===== config.mk =====
export PLATFORM = sky130hd
export DESIGN_NAME = disp_irq_agg
export DESIGN_NICKNAME = d
export VERILOG_FILES = /design/src/rtl/dia_pkg.sv /design/src/rtl/dia_pipe_stat.sv /design/src/rtl/dia_rise_det.sv /design/src/rtl/dia_irq_core.sv /design/src/rtl/disp_irq_agg.sv
export SDC_FILE = /design/constraint.sdc
export NUM_CORES = 1
export LEC_CHECK = 0
export ABC_AREA = 1
export BUFFER_PORTS_ARGS = -buffer_cell sky130_fd_sc_hd__buf_4
export CORE_MARGIN = 4
export CORE_UTILIZATION = 40
export DETAILED_ROUTE_END_ITERATION = 12
export PLACE_DENSITY_LB_ADDON = 0.3
export SETUP_SLACK_MARGIN = 0.2
export SYNTH_ARGS = -nofsm -noshare
export SYNTH_HDL_FRONTEND = slang
export SYNTH_SLANG_ARGS = --single-unit

===== constraint.sdc =====
create_clock -name clk -period 0.8 [get_ports clk]
set_clock_uncertainty 0.05 [all_clocks]
set_input_delay 0.08 -clock clk [delete_from_list [all_inputs] [get_ports clk]]
set_output_delay 0.08 -clock clk [all_outputs]
set_load 0.02 [all_outputs]

===== src/rtl/dia_pkg.sv =====
// Package: shared constants for the display interrupt aggregator.
// Assumes a status word of at least 20 bits so that arm bits and the keep bit fit.
package dia_pkg;
    // Number of event kinds per pipe, and each kind's flag position in the low half.
    localparam int NUM_EV  = 3;
    localparam int EV_VBL  = 0;
    localparam int EV_VST  = 1;
    localparam int EV_BLC  = 2;

    // Register addresses.
    localparam int ADDR_CAUSE     = 0;
    localparam int ADDR_BLOCK     = 1;
    localparam int ADDR_ALLOW     = 2;
    localparam int ADDR_PIPE_BASE = 4;
endpackage


===== src/rtl/dia_pipe_stat.sv =====
// Module: one pipe's status word.
// The low half holds sticky event flags, cleared by writing 1. An event arriving
// in the same cycle as a clear wins. The arm bits sit 16 above their flags, and
// bit REG_W-1 is plain storage. any_o is the OR of the armed pending flags.
// Assumes event inputs are single-cycle pulses.
module dia_pipe_stat
    import dia_pkg::*;
#(
    parameter int REG_W = 32
) (
    input  logic              clk,
    input  logic              rst_n,
    input  logic [NUM_EV-1:0] evt,
    input  logic              wr_en,
    input  logic [REG_W-1:0]  wr_data,
    output logic [REG_W-1:0]  stat_o,
    output logic              any_o
);
    localparam int HALF = REG_W / 2;

    logic [NUM_EV-1:0] pend_q;
    logic [NUM_EV-1:0] arm_q;
    logic              keep_q;
    logic [NUM_EV-1:0] clr_mask;
    logic              unused_wr_bits;

    assign clr_mask = {NUM_EV{wr_en}} & wr_data[NUM_EV-1:0];
    assign unused_wr_bits = ^{wr_data[HALF-1:NUM_EV], wr_data[REG_W-2:HALF+NUM_EV]};

    // Purpose: update the pending flags, the arm bits and the keep bit.
    always_ff @(posedge clk) begin
        if (!rst_n) begin
            pend_q <= '0;
            arm_q  <= '0;
            keep_q <= 1'b0;
        end else begin
            pend_q <= evt | (pend_q & ~clr_mask);
            if (wr_en) begin
                arm_q  <= wr_data[HALF +: NUM_EV];
                keep_q <= wr_data[REG_W-1];
            end
        end
    end

    // Purpose: assemble the readable status word.
    always_comb begin
        stat_o                 = '0;
        stat_o[NUM_EV-1:0]     = pend_q;
        stat_o[HALF +: NUM_EV] = arm_q;
        stat_o[REG_W-1]        = keep_q;
    end

    // Purpose: level seen by the top-level edge detector.
    assign any_o = |(pend_q & arm_q);
endmodule


===== src/rtl/dia_rise_det.sv =====
// Module: per-bit rising-edge detector.
// rise_o is high for one cycle when lvl_i goes from 0 to 1.
// Assumes lvl_i comes from registered logic in the same clock domain.
module dia_rise_det #(
    parameter int WIDTH = 2
) (
    input  logic             clk,
    input  logic             rst_n,
    input  logic [WIDTH-1:0] lvl_i,
    output logic [WIDTH-1:0] rise_o
);
    logic [WIDTH-1:0] prev_q;

    // Purpose: remember last cycle's level.
    always_ff @(posedge clk) begin
        if (!rst_n) prev_q <= '0;
        else        prev_q <= lvl_i;
    end

    // Purpose: flag 0-to-1 transitions.
    assign rise_o = lvl_i & ~prev_q;
endmodule


===== src/rtl/dia_irq_core.sv =====
// Module: cause, block and allow registers, plus the interrupt output.
// A cause bit is set by set_i unless its block bit is 1, and cleared by writing 1.
// A set wins over a clear in the same cycle. irq_o is the registered OR of the
// cause bits that are allowed and not blocked.
// Assumes set_i is a one-cycle edge pulse.
module dia_irq_core #(
    parameter int WIDTH = 2
) (
    input  logic             clk,
    input  logic             rst_n,
    input  logic [WIDTH-1:0] set_i,
    input  logic             wr_cause,
    input  logic             wr_block,
    input  logic             wr_allow,
    input  logic [WIDTH-1:0] wr_bits,
    output logic [WIDTH-1:0] cause_o,
    output logic [WIDTH-1:0] block_o,
    output logic [WIDTH-1:0] allow_o,
    output logic             irq_o
);
    logic [WIDTH-1:0] cause_q;
    logic [WIDTH-1:0] block_q;
    logic [WIDTH-1:0] allow_q;
    logic             irq_q;
    logic [WIDTH-1:0] ack_bits;

    assign ack_bits = {WIDTH{wr_cause}} & wr_bits;

    // Purpose: latch unblocked edges and apply write-1-to-clear acknowledges.
    always_ff @(posedge clk) begin
        if (!rst_n) cause_q <= '0;
        else        cause_q <= (cause_q & ~ack_bits) | (set_i & ~block_q);
    end

    // Purpose: software-written block and allow registers.
    always_ff @(posedge clk) begin
        if (!rst_n) begin
            block_q <= '1;
            allow_q <= '0;
        end else begin
            if (wr_block) block_q <= wr_bits;
            if (wr_allow) allow_q <= wr_bits;
        end
    end

    // Purpose: registered interrupt output.
    always_ff @(posedge clk) begin
        if (!rst_n) irq_q <= 1'b0;
        else        irq_q <= |(cause_q & allow_q & ~block_q);
    end

    assign cause_o = cause_q;
    assign block_o = block_q;
    assign allow_o = allow_q;
    assign irq_o   = irq_q;
endmodule


===== src/rtl/disp_irq_agg.sv =====
// Module: top of the two-level display interrupt aggregator.
// It decodes the register port, builds one status word per pipe, detects rising
// edges of each pipe's armed-flag OR, and feeds them to the cause/interrupt core.
// Reads return one cycle after rd_en.
// Assumes at most one of wr_en and rd_en per cycle matters for a given address.
module disp_irq_agg
    import dia_pkg::*;
#(
    parameter int NUM_PIPES = 2,
    parameter int REG_W     = 32,
    parameter int ADDR_W    = 3
) (
    input  logic                 clk,
    input  logic                 rst_n,
    input  logic [NUM_PIPES-1:0] evt_vblank,
    input  logic [NUM_PIPES-1:0] evt_vstart,
    input  logic [NUM_PIPES-1:0] evt_blc,
    input  logic [ADDR_W-1:0]    reg_addr,
    input  logic                 wr_en,
    input  logic [REG_W-1:0]     wr_data,
    input  logic                 rd_en,
    output logic [REG_W-1:0]     rd_data,
    output logic                 rd_valid,
    output logic                 irq
);
    localparam logic [ADDR_W-1:0] A_CAUSE = ADDR_W'(ADDR_CAUSE);
    localparam logic [ADDR_W-1:0] A_BLOCK = ADDR_W'(ADDR_BLOCK);
    localparam logic [ADDR_W-1:0] A_ALLOW = ADDR_W'(ADDR_ALLOW);

    logic [NUM_PIPES-1:0]            pipe_any;
    logic [NUM_PIPES-1:0]            pipe_rise;
    logic [NUM_PIPES-1:0][REG_W-1:0] stat_w;
    logic [NUM_PIPES-1:0]            cause_w;
    logic [NUM_PIPES-1:0]            block_w;
    logic [NUM_PIPES-1:0]            allow_w;
    logic [REG_W-1:0]                rd_mux;
    logic [REG_W-1:0]                rd_q;
    logic                            rd_v_q;

    // One status word per pipe.
    for (genvar p = 0; p < NUM_PIPES; p++) begin : g_pipe
        localparam logic [ADDR_W-1:0] A_PIPE = ADDR_W'(ADDR_PIPE_BASE + p);
        logic [NUM_EV-1:0] evt_vec;
        logic              wr_hit;

        // Purpose: gather this pipe's event pulses into flag order.
        always_comb begin
            evt_vec         = '0;
            evt_vec[EV_VBL] = evt_vblank[p];
            evt_vec[EV_VST] = evt_vstart[p];
            evt_vec[EV_BLC] = evt_blc[p];
        end

        assign wr_hit = wr_en && (reg_addr == A_PIPE);

        dia_pipe_stat #(.REG_W(REG_W)) u_stat (
            .clk     (clk),
            .rst_n   (rst_n),
            .evt     (evt_vec),
            .wr_en   (wr_hit),
            .wr_data (wr_data),
            .stat_o  (stat_w[p]),
            .any_o   (pipe_any[p])
        );
    end

    dia_rise_det #(.WIDTH(NUM_PIPES)) u_rise (
        .clk    (clk),
        .rst_n  (rst_n),
        .lvl_i  (pipe_any),
        .rise_o (pipe_rise)
    );

    dia_irq_core #(.WIDTH(NUM_PIPES)) u_core (
        .clk      (clk),
        .rst_n    (rst_n),
        .set_i    (pipe_rise),
        .wr_cause (wr_en && (reg_addr == A_CAUSE)),
        .wr_block (wr_en && (reg_addr == A_BLOCK)),
        .wr_allow (wr_en && (reg_addr == A_ALLOW)),
        .wr_bits  (wr_data[NUM_PIPES-1:0]),
        .cause_o  (cause_w),
        .block_o  (block_w),
        .allow_o  (allow_w),
        .irq_o    (irq)
    );

    // Purpose: select the addressed register for a read.
    always_comb begin
        rd_mux = '0;
        if (reg_addr == A_CAUSE) rd_mux = REG_W'(cause_w);
        if (reg_addr == A_BLOCK) rd_mux = REG_W'(block_w);
        if (reg_addr == A_ALLOW) rd_mux = REG_W'(allow_w);
        for (int p = 0; p < NUM_PIPES; p++) begin
            if (reg_addr == ADDR_W'(ADDR_PIPE_BASE + p)) rd_mux = stat_w[p];
        end
    end

    // Purpose: register read data and its valid flag.
    always_ff @(posedge clk) begin
        if (!rst_n) begin
            rd_q   <= '0;
            rd_v_q <= 1'b0;
        end else begin
            rd_v_q <= rd_en;
            if (rd_en) rd_q <= rd_mux;
        end
    end

    assign rd_data  = rd_q;
    assign rd_valid = rd_v_q;
endmodule


# [After elaboration in Yosys (flattened, before gate mapping)]
# Cells that the tools add are included.
[classes] n_shift=0 bitwise=20 magnitude_cmp=0 n_mux=5 div=0 n_reduce_logical=9 mul=0 eq_ne=4 addsub=0
[op_table] cell="32-bit two-way mux" n=4
[op_table] cell="3-bit AND" n=6
[op_table] cell="2-bit AND" n=6
[op_table] cell="3-bit equality test (second input constant)" n=2
[op_table] cell="2-bit NOT" n=3
[op_table] cell="3-bit NOT" n=2
[op_table] cell="3-bit bitwise OR" n=2
[op_table] cell="3-bit OR reduction" n=2
[op_table] cell="1-bit logical AND" n=5
[op_table] cell="3-bit by 1-bit equality test with 1-bit output (second input constant)" n=1
[op_table] cell="3-bit by 2-bit equality test with 1-bit output (second input constant)" n=1
[op_table] cell="3-bit zero test" n=1
[op_table] cell="2-bit two-way mux" n=1
[op_table] cell="2-bit bitwise OR" n=1
[op_table] cell="2-bit OR reduction" n=1
[totals] out_inout_bits=34 memories=0 inputBits=45 latch_bits=0 mem_bits_rw=0 word_cells=51 regBits=56 romBits=0

# [Logic depth before layout (Yosys ltp)]
[depth] depth_word=6 depth_mapped=7 mapped_depth_nobuf=7

# [Hierarchy]
# A second synthesis with hierarchy kept.
[unflattened] cells_unflattened=410 area_unflattened_um2=3051.7
[by_module_without_submodules] module="disp_irq_agg" area_each_um2=1805.5 cells_per_inst=240 seq_area_each_um2=660.6 instances=1
[by_module_without_submodules] module="dia_pipe_stat" area_each_um2=461.7 cells_per_inst=64 seq_area_each_um2=140.1 instances=2
[by_module_without_submodules] module="dia_irq_core" area_each_um2=247.7 cells_per_inst=32 seq_area_each_um2=140.1 instances=1
[by_module_without_submodules] module="dia_rise_det" area_each_um2=75.1 cells_per_inst=10 seq_area_each_um2=40.0 instances=1

# [Worst setup path after synthesis]
# OpenSTA, ideal clock, no wires.
[synth_timing] path_kind="input to register" start="input port reg_addr[0]" end="register g_pipe[0].u_stat.pend_q[0]" setup_ns=0.132 t_arrival_ns=0.741 path_stages=7 required_ns=0.618 slack_ns=-0.123 path_cell_list="nor2_2 > nand2_2 > inv_2 > nand2_2 > buf_6 > o21ai_2 > a21oi_2"
[synth_between] elab_chain_cells=6
[synth_lines] item="start: declaration" line_no="disp_irq_agg.sv:18" source="input logic [ADDR_W-1:0] reg_addr,"
[synth_lines] item="3-bit equality test" line_no="disp_irq_agg.sv:54" source="assign wr_hit = wr_en && (reg_addr == A_PIPE);"
[synth_lines] item="1-bit logical AND" line_no="disp_irq_agg.sv:54"
[synth_lines] item="3-bit AND" line_no="dia_pipe_stat.sv:27" source="assign clr_mask = {NUM_EV{wr_en}} & wr_data[NUM_EV-1:0];"
[synth_lines] item="3-bit NOT" line_no="dia_pipe_stat.sv:37" source="pend_q <= evt | (pend_q & ~clr_mask);"
[synth_lines] item="3-bit AND" line_no="dia_pipe_stat.sv:37"
[synth_lines] item="3-bit bitwise OR" line_no="dia_pipe_stat.sv:37"
[synth_lines] item="end signal: assignment" line_no="dia_pipe_stat.sv:37"
[synth_lines] item="end: declaration" line_no="dia_pipe_stat.sv:21" source="logic [NUM_EV-1:0] pend_q;"
# No other way between the ends.
# A chain may end at the register's enable or synchronous reset.

# [Worst setup path after layout]
[layout_timing] start="register g_pipe[0].u_stat.pend_q[0]" end="register u_core.cause_q[0], in the netlist u_core.cause_o[0]"
[layout_between] elab_chain_cells=5
[layout_lines] item="3-bit AND" line_no="dia_pipe_stat.sv:54" source="assign any_o = |(pend_q & arm_q);"
[layout_lines] item="3-bit OR reduction" line_no="dia_pipe_stat.sv:54"
[layout_lines] item="2-bit AND" line_no="dia_rise_det.sv:21" source="assign rise_o = lvl_i & ~prev_q;"
[layout_lines] item="2-bit AND" line_no="dia_irq_core.sv:32" source="else cause_q <= (cause_q & ~ack_bits) | (set_i & ~block_q);"
[layout_lines] item="2-bit bitwise OR" line_no="dia_irq_core.sv:32"
[layout_lines] item="end signal: assignment" line_no="dia_irq_core.sv:32"
[layout_lines] item="end: declaration" line_no="dia_irq_core.sv:21" source="logic [WIDTH-1:0] cause_q;"
# No other way between the ends.

==> metrics.cfg <==
[clocking]
cts_buffer_depth = 2
clkTransAtPathRegs_ns = 0.06
htree_levels = 2
numCtsBuffers = 5
cts_root_buf = clkbuf_8
cts_tree = done
clock-sinks = 31
clock_latency_ns = 0.28

[sta]
fin_crit_ns = 0.923
report.final.slew_viol_count = 0
finalHoldViolations = 3
fin_ws_ns = -0.123
finalCritPeriodShare_pct = 115
setup_viol = 19
fmax_mhz = 1080
fin_worst_hold_slack_ns = -0.0116
rsz0062_at_grt = true

[hold_path]
min_path_type = input port to flop

[run]
cap_violations = 0

[grt]
grt_use_total_pct = 15.7
grt_max_degree = 17
grt_pass1_wl_mm = 6.24
grt_remaining_overflow = 0
grt_antenna_before_repair = 0
grt_pass1_vias = 1322

[floorplanning]
rows = 22
io_pins = 79
start_util_pct = 42.2
die-area_um2 = 4990
fp.dieW_um = 70.6
core_area_um2 = 3720
die_h_um = 70.6

[status]
violations = negative hold slack, negative setup slack
status = complete, but fails checks

[drt]
drc_errors = 0
dr.first_iter.drc_count = 129
dr.pass1.iters = 4
wl_mm = 4.21
drtAntennaViolNets = 0
via_per_inst = 4.69
wl_per_cell_um = 13.0
vias = 1519

[synth]
ys_seq_area_share_pct = 39.6
ys_types = 23
yosys_warnings = 0
synth_area_um2 = 1570
ys_seq_elements = 31
avgSynthCellArea_um2 = 7.54
synthCells = 208

[pwr]
p_per_area_nw_per_um2 = 1510
power_leakage_nw = 1.11
power_frac_seq_pct = 44.7
ir_worst_vdd_v = 0.00132
pwr-share-clk_pct = 33.7
switchingPower_mw = 1.09
power_switching_share_pct = 29.1
p_comb_share_pct = 21.7
p_int_mw = 2.65

[placed_design]
gp_congestion = 0.800
dp_slack_ns = -0.286
dp_hpwl_mm = 2.70
io_buffers = 28
post_dp_cell_area_um2 = 1940

[critical_path]
critPathCaptureType = flop
cp.required_ns = 0.97
critical_path.top_delay_family = flip-flops
path_buf_inv = 1
startpoint_type = flop
path_cells = inv_2 -> o211ai_1 -> nand2_1 -> a21oi_2
critPathKind = flop to flop
path_max_fanout = 2
cp.arrival_ns = 1.09
cpPeakStageDelay_ns = 0.34
crit_slowest_cell = dfxtp_2

[finish]
drive_above_1_share_pct = 58.7
syn_to_final_growth_pct = 57.6
layout.nets = 321
fill_cells = 293
num_antenna_cells = 0
final_area_um2 = 2470

[worst min-delay path, stage by stage]
cell     delay, ns
buf_4         0.11
inv_1         0.04
a21oi_1       0.05
[synth_stat cells]
master,instances,area [µm²]
a21oi_1,16,80.1
a21oi_2,6,52.6
buf_1,1,3.75
buf_2,1,5.00
buf_4,25,188
buf_6,2,22.5
clkbuf_1,1,3.75
conb_1,1,3.75
dfxtp_1,31,621
inv_1,34,128
inv_2,3,11.3
nand2_1,23,86.3
nand2_2,3,18.8
nand3_1,7,35.0
nand3_2,1,10.0
nand4_1,5,31.3
nor2_1,16,60.1
nor2_2,1,6.26
o211ai_1,5,37.5
o21ai_0,9,45.0
o21ai_1,5,25.0
o21ai_2,8,70.1
o22ai_1,4,25.0
[logic make-up (layout without fill, tap and decap cells)]
logic type / Yosys count / after routing / share of synthesized area [%]
other cells: 1 / 25 / 0.239
compound gates: 53 / 53 / 21.4
flops: 31 / 31 / 39.6
simple gates: 56 / 58 / 15.8
buf+inv: 67 / 109 / 23.0
[flip-flops by register name, summed over array words and instances (netlist names)]
register              flops
g_pipe.u_stat.keep_q      2
u_core.irq_o              1
u_core.cause_o            2
u_core.allow_o            2
u_rise.prev_q             2
g_pipe.u_stat.pend_q      6
rd_valid                  1
g_pipe.u_stat.arm_q       6
rd_data                   7
u_core.block_o            2
[layer usage]
layer | vias to the layer above | part of all wire, % | GRT usage [%]
met3 | 9 | 7.8 | 3.98
met4 | 0 | 1.9 | 5.64
met5 | - | 0 | 0
li1 | 758 | - | -
met1 | 678 | 43 | 20.7
met2 | 74 | 47 | 24.8
[cell usage in the layout, fill, tap and decap left out, types with 7 or more instances in the layout]
cell	n
buf_4	32
buf_6	27
conb_1	25
dfxtp_2	25
nand2_1	22
inv_1	20
a21oi_2	16
inv_2	13
o21ai_2	13
nor2_1	12
o21ai_1	7
[timing repair]
action | CTS | global route
gates cloned | 1 | 1
endpoints found under the hold margin | 5 | 3
setup endpoints to repair | 39 | 39
pin swaps | 29 | 27
resized for setup | 75 | 36
buffers inserted | 5 | 6
[stage by stage]
step / hold WS [ns] / utilization, % / std cells / total power [mW] / setup TNS, ns
6_report: -0.0116 / 66.5 / 324 / 3.74 / -1.16
5_1_grt: -0.0135 / 66.5 / 324 / 3.88 / -2.05
4_1_cts: -0.0227 / 61.2 / 317 / 3.67 / -1.08
3_5_place_dp: 0.277 / 52.3 / 304 / 2.30 / -5.74
3_3_place_gp: 0.268 / 52.3 / 304 / 2.29 / -5.38
2_1_floorplan: 0.147 / - / 232 / 2.13 / -0.317
[power by group through the flow]
| stage | Combinational (mW) | Clock, mW | Sequential [mW] |
|---|---|---|---|
| 2_1_floorplan | 0.420 | 0 | 1.71 |
| 3_3_place_gp | 0.608 | 0 | 1.69 |
| 3_5_place_dp | 0.615 | 0 | 1.69 |
| 4_1_cts | 0.713 | 1.28 | 1.67 |
| 5_1_grt | 0.873 | 1.33 | 1.68 |
| 6_report | 0.811 | 1.26 | 1.67 |
[worst paths after layout]
check	start	end	slack, ns	cells past startpoint
setup / recovery	g_pipe[0].u_stat.pend_q[0]	u_core.cause_o[0]	-0.12	4
setup reg to reg	g_pipe[0].u_stat.pend_q[0]	u_core.cause_o[0]	-0.12	4
hold / removal	evt_vblank[1]	g_pipe[1].u_stat.pend_q[0]	-0.01	3
hold reg to reg	u_core.allow_o[1]	u_core.allow_o[1]	0.41	2
[layout make-up]
type / count / area (µm²) / area share [%]
multi-input combinational: 136 / 863 / 34.9
tap: 48 / 60.1 / 2.43
clock inverter: 1 / 5.00 / 0.202
sequential: 31 / 659 / 26.7
timing repair buffer: 65 / 644 / 26.1
inverter: 37 / 158 / 6.38
clock buffer: 6 / 82.6 / 3.34
No activity file was read; power rests on OpenSTA's default activity.
